File: config.mk
export PLATFORM = sky130hd
export DESIGN_NAME = pwr2_clkgen
export DESIGN_NICKNAME = d
export VERILOG_FILES = /design/src/rtl/pwr2_clkgen_pkg.sv /design/src/rtl/pwr2_divchain.sv /design/src/rtl/pwr2_cfgreg.sv /design/src/rtl/pwr2_chtap.sv /design/src/rtl/pwr2_extsync.sv /design/src/rtl/pwr2_clkgen.sv
export SDC_FILE = /design/constraint.sdc
export NUM_CORES = 1
export LEC_CHECK = 0
export BUFFER_PORTS_ARGS = -buffer_cell sky130_fd_sc_hd__buf_4
export CORE_ASPECT_RATIO = 0.75
export CORE_MARGIN = 8
export CORE_UTILIZATION = 50
export DETAILED_ROUTE_END_ITERATION = 12
export PLACE_DENSITY = 0.74
export SLEW_MARGIN = 20
export SYNTH_ARGS = -nofsm -noshare
export SYNTH_HDL_FRONTEND = slang
export SYNTH_SLANG_ARGS = --single-unit
export TNS_END_PERCENT = 30
File: constraint.sdc
create_clock -name clk -period 2.75 [get_ports clk]
set_clock_uncertainty 0.2 [all_clocks]
set_input_delay 0.55 -clock clk [delete_from_list [all_inputs] [get_ports clk]]
set_output_delay 0.55 -clock clk [all_outputs]
set_load 0.01 [all_outputs]
File: src/rtl/pwr2_clkgen_pkg.sv
package pwr2_clkgen_pkg;
  localparam int FIELD_W = 3;
  localparam int NUM_CH  = 4;
  localparam int WORD_W  = FIELD_W * NUM_CH;
  localparam int CNT_W   = (1 << FIELD_W) - 1;
  localparam logic [WORD_W-1:0] RESET_WORD = 12'd2258;
endpackage

File: src/rtl/pwr2_divchain.sv
module pwr2_divchain #(
  parameter int CNT_W = 7
) (
  input  logic             clk,
  input  logic             rst_n,
  output logic [CNT_W-1:0] cnt,
  output logic             wrap
);
  logic [CNT_W-1:0] cnt_d;

  always_comb begin
    cnt_d = cnt + 1'b1;
  end

  always_ff @(posedge clk or negedge rst_n) begin
    if (!rst_n) cnt <= '0;
    else        cnt <= cnt_d;
  end

  assign wrap = &cnt;

  // after the count reads all ones, it restarts at zero
  a_r1_wrap_to_zero: assert property (@(posedge clk) disable iff (!rst_n)
    wrap |=> (cnt == '0));
endmodule

File: src/rtl/pwr2_cfgreg.sv
module pwr2_cfgreg #(
  parameter int                WORD_W     = 12,
  parameter logic [WORD_W-1:0] RESET_WORD = 12'd2258
) (
  input  logic              clk,
  input  logic              rst_n,
  input  logic              wr_en,
  input  logic [WORD_W-1:0] wr_data,
  input  logic              wrap,
  output logic [WORD_W-1:0] active
);
  logic [WORD_W-1:0] shadow, shadow_d, active_d;

  always_comb begin
    shadow_d = shadow;
    if (wr_en) shadow_d = wr_data;
    active_d = active;
    if (wrap) active_d = shadow;
  end

  always_ff @(posedge clk or negedge rst_n) begin
    if (!rst_n) begin
      shadow <= RESET_WORD;
      active <= RESET_WORD;
    end else begin
      shadow <= shadow_d;
      active <= active_d;
    end
  end

  // the active word may change only on the edge that leaves the wrap cycle
  a_r5_hold_between_wraps: assert property (@(posedge clk) disable iff (!rst_n)
    !wrap |=> $stable(active));
endmodule

File: src/rtl/pwr2_chtap.sv
module pwr2_chtap #(
  parameter int FIELD_W = 3,
  parameter int CNT_W   = 7
) (
  input  logic               clk,
  input  logic               rst_n,
  input  logic [FIELD_W-1:0] n,
  input  logic [CNT_W-1:0]   cnt,
  output logic               tick,
  output logic               clk_out
);
  localparam int EXT_W = CNT_W + 1;

  logic [EXT_W-1:0]   cnt_ext, mask;
  logic [FIELD_W-1:0] tap_idx;
  logic               tick_q;

  always_comb begin
    cnt_ext = {1'b0, cnt};
    mask    = ({{CNT_W{1'b0}}, 1'b1} << n) - 1'b1;
    tick    = ((cnt_ext & mask) == mask);
    tap_idx = n - 1'b1;
    clk_out = (n == '0) ? tick_q : cnt_ext[tap_idx];
  end

  always_ff @(posedge clk or negedge rst_n) begin
    if (!rst_n) tick_q <= 1'b0;
    else        tick_q <= tick;
  end

  // only a divide-by-one channel may pulse in back-to-back cycles
  a_r8_no_back_to_back: assert property (@(posedge clk) disable iff (!rst_n)
    (tick && tick_q) |-> (n == '0));
endmodule

File: src/rtl/pwr2_extsync.sv
module pwr2_extsync (
  input  logic clk,
  input  logic rst_n,
  input  logic ext_in,
  output logic level,
  output logic rise
);
  logic s1, s2, s3;

  always_ff @(posedge clk or negedge rst_n) begin
    if (!rst_n) begin
      s1 <= 1'b0;
      s2 <= 1'b0;
      s3 <= 1'b0;
    end else begin
      s1 <= ext_in;
      s2 <= s1;
      s3 <= s2;
    end
  end

  assign level = s2;
  assign rise  = s2 & ~s3;

  // one edge yields one pulse, never two in a row
  a_r6_single_pulse: assert property (@(posedge clk) disable iff (!rst_n)
    rise |=> !rise);
endmodule

File: src/rtl/pwr2_clkgen.sv
module pwr2_clkgen
  import pwr2_clkgen_pkg::*;
#(
  parameter logic [WORD_W-1:0] INIT_WORD = RESET_WORD
) (
  input  logic              clk,
  input  logic              rst_n,
  input  logic              wr_en,
  input  logic [WORD_W-1:0] wr_data,
  output logic [WORD_W-1:0] rd_data,
  input  logic              ext_sel,
  input  logic              ext_sclk,
  output logic [NUM_CH-1:0] tick,
  output logic [NUM_CH-1:0] clk_out
);
  logic [CNT_W-1:0]  cnt;
  logic              wrap;
  logic [WORD_W-1:0] active;
  logic [NUM_CH-1:0] int_tick, int_clk;
  logic              ext_level, ext_rise;

  pwr2_divchain #(.CNT_W(CNT_W)) u_chain (
    .clk(clk), .rst_n(rst_n), .cnt(cnt), .wrap(wrap));

  pwr2_cfgreg #(.WORD_W(WORD_W), .RESET_WORD(INIT_WORD)) u_cfg (
    .clk(clk), .rst_n(rst_n), .wr_en(wr_en), .wr_data(wr_data),
    .wrap(wrap), .active(active));

  pwr2_extsync u_ext (
    .clk(clk), .rst_n(rst_n), .ext_in(ext_sclk),
    .level(ext_level), .rise(ext_rise));

  for (genvar ch = 0; ch < NUM_CH; ch++) begin : g_ch
    pwr2_chtap #(.FIELD_W(FIELD_W), .CNT_W(CNT_W)) u_tap (
      .clk(clk), .rst_n(rst_n),
      .n(active[ch*FIELD_W +: FIELD_W]), .cnt(cnt),
      .tick(int_tick[ch]), .clk_out(int_clk[ch]));
  end

  always_comb begin
    tick    = int_tick;
    clk_out = int_clk;
    if (ext_sel) begin
      tick[0]    = ext_rise;
      clk_out[0] = ext_level;
    end
  end

  assign rd_data = active;

  // the override never touches channels 1..3
  a_r7_upper_untouched: assert property (@(posedge clk) disable iff (!rst_n)
    tick[NUM_CH-1:1] == int_tick[NUM_CH-1:1]);
endmodule

## After elaboration in Yosys (flattened, before gate mapping)

Cells that the tools add are included.
Widths: inputs -> output; s select.

- Bits in registers: 38
- Bits in latches: 0
- Bits in writable memories: 0
- Memory bits (read-only): 0
- Input bits: 17
- Output and inout bits: 20
- Word-level logic and storage cells: 56
- Memories kept: 0

- $add $sub $neg: 9
- $mul: 0
- Div/mod/pow operators: 0
- $lt $le $gt $ge: 4
- Equal/unequal tests: 4
- Shift-type cells: 4
- Muxes and demuxes: 14
- Bitwise gates (word level): 6
- Reductions and logical operators: 5

Operator list:

| kind | number |
|---|---|
| $and 7x8->8 | 4 |
| $eq 8x8->1 | 4 |
| $shl 1x3->8 const A | 4 |
| $sub 8x1->8 const B | 4 |
| $lt 3x4->1 const B | 4 |
| $bmux 1 s3 | 4 |
| $logic_not 3->1 | 4 |
| $sub 3x1->3 const B | 4 |
| $mux 1 | 10 |
| $add 7x1->7 const B | 1 |
| $reduce_and 7->1 | 1 |
| $and 1x1->1 | 1 |
| $not 1->1 | 1 |

## Logic depth before layout (Yosys ltp)

- Depth after elaboration: 5
- Gate-level depth with buffers: 12
- Mapped depth without buffers: 10

## Cells and area by module

A second synthesis with hierarchy kept.

- Cells, all modules: 276
- Area, all modules: 2902.8 um^2

Modules (own cells, without submodules):

| module | instances | cells an instance | area each (um^2) | sequential area each (um^2) |
|---|---|---|---|---|
| pwr2_chtap | 4 | 48 | 370.4 | 25.0 |
| pwr2_cfgreg | 1 | 50 | 980.9 | 613.1 |
| pwr2_divchain | 1 | 22 | 284.0 | 175.2 |
| pwr2_extsync | 1 | 4 | 88.8 | 75.1 |
| pwr2_clkgen | 1 | 8 | 67.6 | 0.0 |

## Worst setup path after synthesis

Ideal clock, no wire load.

- Kind: register -> output
- Start: register u_cfg.active[9]
- End: output port tick[3]
- Data arrival time: 2.198 ns
- Required time: 2.000 ns
- Path slack: -0.198 ns
- Stages on the path, launching flop included: 13
- Path buffers: 2
- Cells stage by stage: dfrtp_1 -> inv_1 -> ha_1 -> clkbuf_2 -> and2b_1 -> inv_1 -> ha_1 -> nor4b_1 -> a21oi_1 -> o22ai_1 -> nor4_1 -> o211a_1 -> buf_4

- Word-level cells in the longest chain between the ends: 4

Ends and longest elaborated chain:

| what | line | RTL |
|---|---|---|
| start, declared | pwr2_cfgreg.sv:10 | `output logic [WORD_W-1:0] active` |
| start signal, assigned | pwr2_cfgreg.sv:27 | `active <= active_d;` |
| $shl 1x3->8 * | pwr2_chtap.sv:20 | `mask = ({{CNT_W{1'b0}}, 1'b1} << n) - 1'b1;` |
| $sub 8x1->8 * | pwr2_chtap.sv:20 |  |
| $and 7x8->8 | pwr2_chtap.sv:21 | `tick = ((cnt_ext & mask) == mask);` |
| $eq 8x8->1 * | pwr2_chtap.sv:21 |  |
| end, declared | pwr2_clkgen.sv:13 | `output logic [NUM_CH-1:0] tick,` |

Mark *: on every way between the ends. The rest lies on a longest branch, timed or not.

## Final worst setup path

- Start: register u_cfg.active[6]
- End: output port tick[2]

Same word-level chain as after synthesis.

==> flow_results.xml <==
<?xml version="1.0" encoding="UTF-8"?>
<metrics>
  <group name="status">
    <metric name="outcome" unit="">finished, violations left</metric>
    <metric name="failed_checks" unit="">negative setup slack</metric>
  </group>
  <group name="detailed_routing">
    <metric name="drc_violation_count_after_routing" unit="">0</metric>
    <metric name="postRouteWirelength" unit="um">6350</metric>
    <metric name="drt_iter0_markers" unit="">130</metric>
    <metric name="num_vias" unit="">2262</metric>
    <metric name="drt_pass1_iterations" unit="">4</metric>
    <metric name="post_drt_wl_per_cell" unit="um">15.3</metric>
    <metric name="routed_via_density" unit="">5.44</metric>
    <metric name="antenna_left" unit="">0</metric>
  </group>
  <group name="worst_setup_path">
    <metric name="dominant_delay_contributor_by_cell_family_on_the_critical_path" unit="">flip-flops</metric>
    <metric name="critPathMaxFanout" unit="">3</metric>
    <metric name="critPathArrivalTime" unit="ns">2.29</metric>
    <metric name="start_kind" unit="">flip-flop</metric>
    <metric name="path_buf_inv" unit="">4</metric>
    <metric name="worst_path_largest_cell_delay" unit="ns">0.56</metric>
    <metric name="setup.worst_path.class" unit="">flip-flop to primary output</metric>
    <metric name="worstPathCellList" unit="">inv_2 -&gt; ha_4 -&gt; and2b_1 -&gt; inv_1 -&gt; ha_2 -&gt; buf_4 -&gt; xnor2_1 -&gt; o21ai_1 -&gt; nor4_2 -&gt; buf_4</metric>
    <metric name="cp.required" unit="ns">2.00</metric>
    <metric name="crit_cells" unit="">10</metric>
    <metric name="r2r_cells" unit="">5</metric>
    <metric name="critical-path-slowest-cell" unit="">sky130_fd_sc_hd__dfstp_2</metric>
    <metric name="endpoint_kind" unit="">primary output</metric>
    <metric name="critical-path-top-cell-by-count" unit="">sky130_fd_sc_hd__buf_4</metric>
  </group>
  <group name="die">
    <metric name="coreArea" unit="um2">5320</metric>
    <metric name="initial_utilization" unit="%">51.6</metric>
    <metric name="core.rowCount" unit="">23</metric>
    <metric name="die-area" unit="um2">8150</metric>
    <metric name="floorplan.die.height" unit="um">80.2</metric>
    <metric name="number_of_top_level_pins" unit="">37</metric>
    <metric name="die-width" unit="um">102</metric>
  </group>
  <group name="synth">
    <metric name="synth_area_leaders" unit="">sky130_fd_sc_hd__dfrtp_1 (25%), sky130_fd_sc_hd__ha_1 (11%), sky130_fd_sc_hd__mux2_2 (11%)</metric>
    <metric name="synth_largest_type_area_fraction" unit="%">25.5</metric>
    <metric name="synth-seq-area-share" unit="%">35.0</metric>
    <metric name="post_synth.cell_area_avg" unit="um2">9.89</metric>
    <metric name="distinct_cells_synth" unit="">48</metric>
    <metric name="yosys_register_bits" unit="">38</metric>
    <metric name="post_synth_arst_share" unit="%">100</metric>
    <metric name="synth_largest_area_cell" unit="">sky130_fd_sc_hd__dfrtp_1</metric>
    <metric name="mapped_nets" unit="">320</metric>
    <metric name="ys.warnings.count" unit="">0</metric>
    <metric name="synth_cells" unit="">278</metric>
    <metric name="netlist_area" unit="um2">2750</metric>
    <metric name="synth_edf_count" unit="">0</metric>
    <metric name="synth_top_flop_cell" unit="">sky130_fd_sc_hd__dfrtp_1</metric>
  </group>
  <group name="global_routing">
    <metric name="gr-total-overflow" unit="">0</metric>
    <metric name="grt_antenna_before_repair" unit="">0</metric>
    <metric name="number_of_global_route_vias_before_repair" unit="">2281</metric>
    <metric name="grt_start_max_net_pins" unit="">39</metric>
    <metric name="grt_first_pass_wirelength" unit="um">10700</metric>
    <metric name="globalRouteTotalUtil" unit="%">16.3</metric>
  </group>
  <group name="pwr">
    <metric name="switching_power" unit="uW">225</metric>
    <metric name="power.share.sequential" unit="%">56.7</metric>
    <metric name="clock_power_share" unit="%">37.6</metric>
    <metric name="worst_ir_drop_vdd" unit="mV">0.194</metric>
    <metric name="p_per_area" unit="nW/um2">296</metric>
    <metric name="cellInternalPower" unit="uW">821</metric>
    <metric name="power.static_leakage" unit="uW">0.00155</metric>
    <metric name="sw_frac_of_total" unit="%">21.5</metric>
    <metric name="pwr-share-comb" unit="%">5.7</metric>
    <metric name="power.total" unit="uW">1050</metric>
  </group>
  <group name="timing">
    <metric name="count_of_final_setup_violators" unit="">5</metric>
    <metric name="fmax" unit="MHz">329</metric>
    <metric name="finalHoldViolations" unit="">0</metric>
    <metric name="timing_max_transition_violations_final" unit="">0</metric>
    <metric name="unrepaired_setup_endpoints_after_global_routing" unit="">yes</metric>
    <metric name="final_critical_delay_including_setup_and_external_delays" unit="ns">3.04</metric>
    <metric name="final_min_period_over_clock_period" unit="%">110</metric>
    <metric name="final.setup.worst_slack" unit="ns">-0.285</metric>
    <metric name="worst_hold_slack" unit="ns">0.0227</metric>
    <metric name="worst_slew_margin_rel" unit="%">60.2</metric>
    <metric name="worst-slew-pin-transition" unit="ns">0.595</metric>
  </group>
  <group name="cts">
    <metric name="path_clk_slew" unit="ns">0.07</metric>
    <metric name="clock_tree.root_cell" unit="">sky130_fd_sc_hd__clkbuf_8</metric>
    <metric name="clk_path_buf_depth" unit="">2</metric>
    <metric name="clkLatencyLatePin" unit="ns">0.28</metric>
    <metric name="cts.sinks" unit="">38</metric>
    <metric name="htree_levels" unit="">2</metric>
    <metric name="cts_inserted_buffers" unit="">5</metric>
    <metric name="cts_tree" unit="">built</metric>
  </group>
  <group name="placement">
    <metric name="post-dp-hpwl" unit="um">4590</metric>
    <metric name="gp_routability_congestion" unit="">0.848</metric>
    <metric name="buffer_ports.inserted" unit="">36</metric>
  </group>
  <group name="final_layout">
    <metric name="multiInputGateArea" unit="um2">1760</metric>
    <metric name="insertedDiodeCount" unit="">0</metric>
    <metric name="nFillCells" unit="">439</metric>
    <metric name="drive_above_1_share" unit="%">45.7</metric>
    <metric name="ff_latch_area" unit="um2">965</metric>
    <metric name="nets" unit="">382</metric>
    <metric name="area_delta_synth_final" unit="%">28.7</metric>
  </group>
  <group name="run">
    <metric name="drv_cap" unit="">0</metric>
  </group>
  <group name="worst_hold_path">
    <metric name="holdCritPathClass" unit="">input port to asynchronous set/reset pin</metric>
  </group>
</metrics>
[cell type report]
class | instances | share of cell area, %
clock buffers | 7 | 2.44
inverters | 15 | 1.59
well taps | 75 | 2.65
multi-input cells | 205 | 49.7
repair buffers | 75 | 16.2
flip-flops and latches | 38 | 27.3
clock inverters | 1 | 0.141
[power groups by stage]
| stage | clock, uW | sequential (uW) | combinational, uW |
|---|---|---|---|
| 2_1_floorplan | 0 | 601 | 26.1 |
| 3_3_place_gp | 0 | 602 | 59.8 |
| 3_5_place_dp | 0 | 604 | 61.5 |
| 4_1_cts | 411 | 593 | 61.6 |
| 5_1_grt | 430 | 596 | 65.9 |
| 6_report | 393 | 593 | 60.0 |
[sequential cells by signal (all words and copies together), names as in the netlist]
name and flops:
u_cfg.active 12, u_ext.level 1, u_cfg.shadow 12, g_ch.u_tap.tick_q 4
u_chain.cnt 7, u_ext.s3 1, u_ext.s1 1
[cells in the mapped netlist, types with 4 or more instances]
master and count:
sky130_fd_sc_hd__nor4_1 5, sky130_fd_sc_hd__o31a_1 4, sky130_fd_sc_hd__nor2b_1 5, sky130_fd_sc_hd__buf_4 7, sky130_fd_sc_hd__a21oi_1 14, sky130_fd_sc_hd__mux2_2 27
sky130_fd_sc_hd__buf_2 9, sky130_fd_sc_hd__nand2_1 22, sky130_fd_sc_hd__nand3_1 11, sky130_fd_sc_hd__inv_1 14, sky130_fd_sc_hd__dfrtp_1 28, sky130_fd_sc_hd__nor3_1 4
sky130_fd_sc_hd__ha_1 25, sky130_fd_sc_hd__dfstp_2 10, sky130_fd_sc_hd__nor2_1 20, sky130_fd_sc_hd__xnor2_1 11, sky130_fd_sc_hd__xor2_1 5, sky130_fd_sc_hd__o21ai_0 7
sky130_fd_sc_hd__o22ai_1 5
[final timing paths]
kind	startpoint	end	slack, ns
max in group asynchronous	rst_n	u_cfg.active[4]	1.97
worst min register to register	u_ext.s1	u_ext.level	0.15
worst max register to register	u_chain.cnt[1]	u_cfg.active[8]	0.44
worst min-delay path	rst_n	u_cfg.shadow[10]	0.02
worst max-delay path	u_cfg.active[6]	tick[2]	-0.29
min in group clk	u_ext.s1	u_ext.level	0.15
[cell families (layout without fill, tap and decap cells)]
kind of cell / Yosys count / count (layout) / synth area share [%]
buffers and inverters: 35 / 98 / 6.74
DFF: 38 / 38 / 35.0
AOI/OAI and AO/OA: 51 / 51 / 12.2
xor gates and xnor gates: 16 / 16 / 5.10
and+or+nand+nor: 81 / 81 / 14.3
adders and majority gates: 25 / 25 / 11.4
muxes: 32 / 32 / 15.2
[routing by layer]
metal / wire length, um / part of all wire [%] / vias to the layer above / global-route usage, %
met5: 0 / 0 / - / 0
met4: 44 / 0.69 / 0 / 3.56
met3: 288 / 4.5 / 7 / 3.71
met2: 3040 / 48 / 54 / 26.8
met1: 2980 / 47 / 1083 / 21.4
li1: - / - / 1118 / -
[placed cells by master (no fill, tap or decap), types with 3 or more instances in the layout]
master and count:
sky130_fd_sc_hd__o21ai_1 3, sky130_fd_sc_hd__nor4_2 3, sky130_fd_sc_hd__clkbuf_8 6, sky130_fd_sc_hd__nor2_1 19, sky130_fd_sc_hd__ha_2 5, sky130_fd_sc_hd__dfstp_2 10, sky130_fd_sc_hd__nand2_1 21, sky130_fd_sc_hd__a31oi_1 3
sky130_fd_sc_hd__mux4_1 3, sky130_fd_sc_hd__dfrtp_1 27, sky130_fd_sc_hd__xor2_1 5, sky130_fd_sc_hd__o31a_1 4, sky130_fd_sc_hd__inv_1 6, sky130_fd_sc_hd__nand3_1 11, sky130_fd_sc_hd__a21oi_1 11, sky130_fd_sc_hd__o21ai_0 6
sky130_fd_sc_hd__ha_4 6, sky130_fd_sc_hd__xnor2_1 11, sky130_fd_sc_hd__nor3_1 3, sky130_fd_sc_hd__nand2b_1 3, sky130_fd_sc_hd__ha_1 14, sky130_fd_sc_hd__nor2b_1 5, sky130_fd_sc_hd__buf_4 72, sky130_fd_sc_hd__mux2_2 27
sky130_fd_sc_hd__o22ai_1 5, sky130_fd_sc_hd__a21oi_2 3, sky130_fd_sc_hd__inv_2 9, sky130_fd_sc_hd__buf_6 3
[per-stage QoR]
stage	setup WS [ns]	utilization (%)	cell area, um2	instances	TNS [ns]
6_report	-0.285	66.5	3540	416	-1.10
5_1_grt	-0.400	66.5	3540	416	-1.87
4_1_cts	-0.286	65.6	3490	415	-1.30
3_5_place_dp	-0.0577	61.6	3280	404	-0.107
3_3_place_gp	0.00247	61.6	3280	404	0
2_1_floorplan	-0.0576	-	2790	278	-0.0957
[timing repair]
item | 4_1_cts | 5_1_grt
cloned | 0 | 0
setup endpoints to repair | 7 | 7
setup buffers | 3 | 2
hold buffers | 0 | 0
pin swaps | 8 | 7
resized for setup | 22 | 11
(Power assumes the default switching activity.)
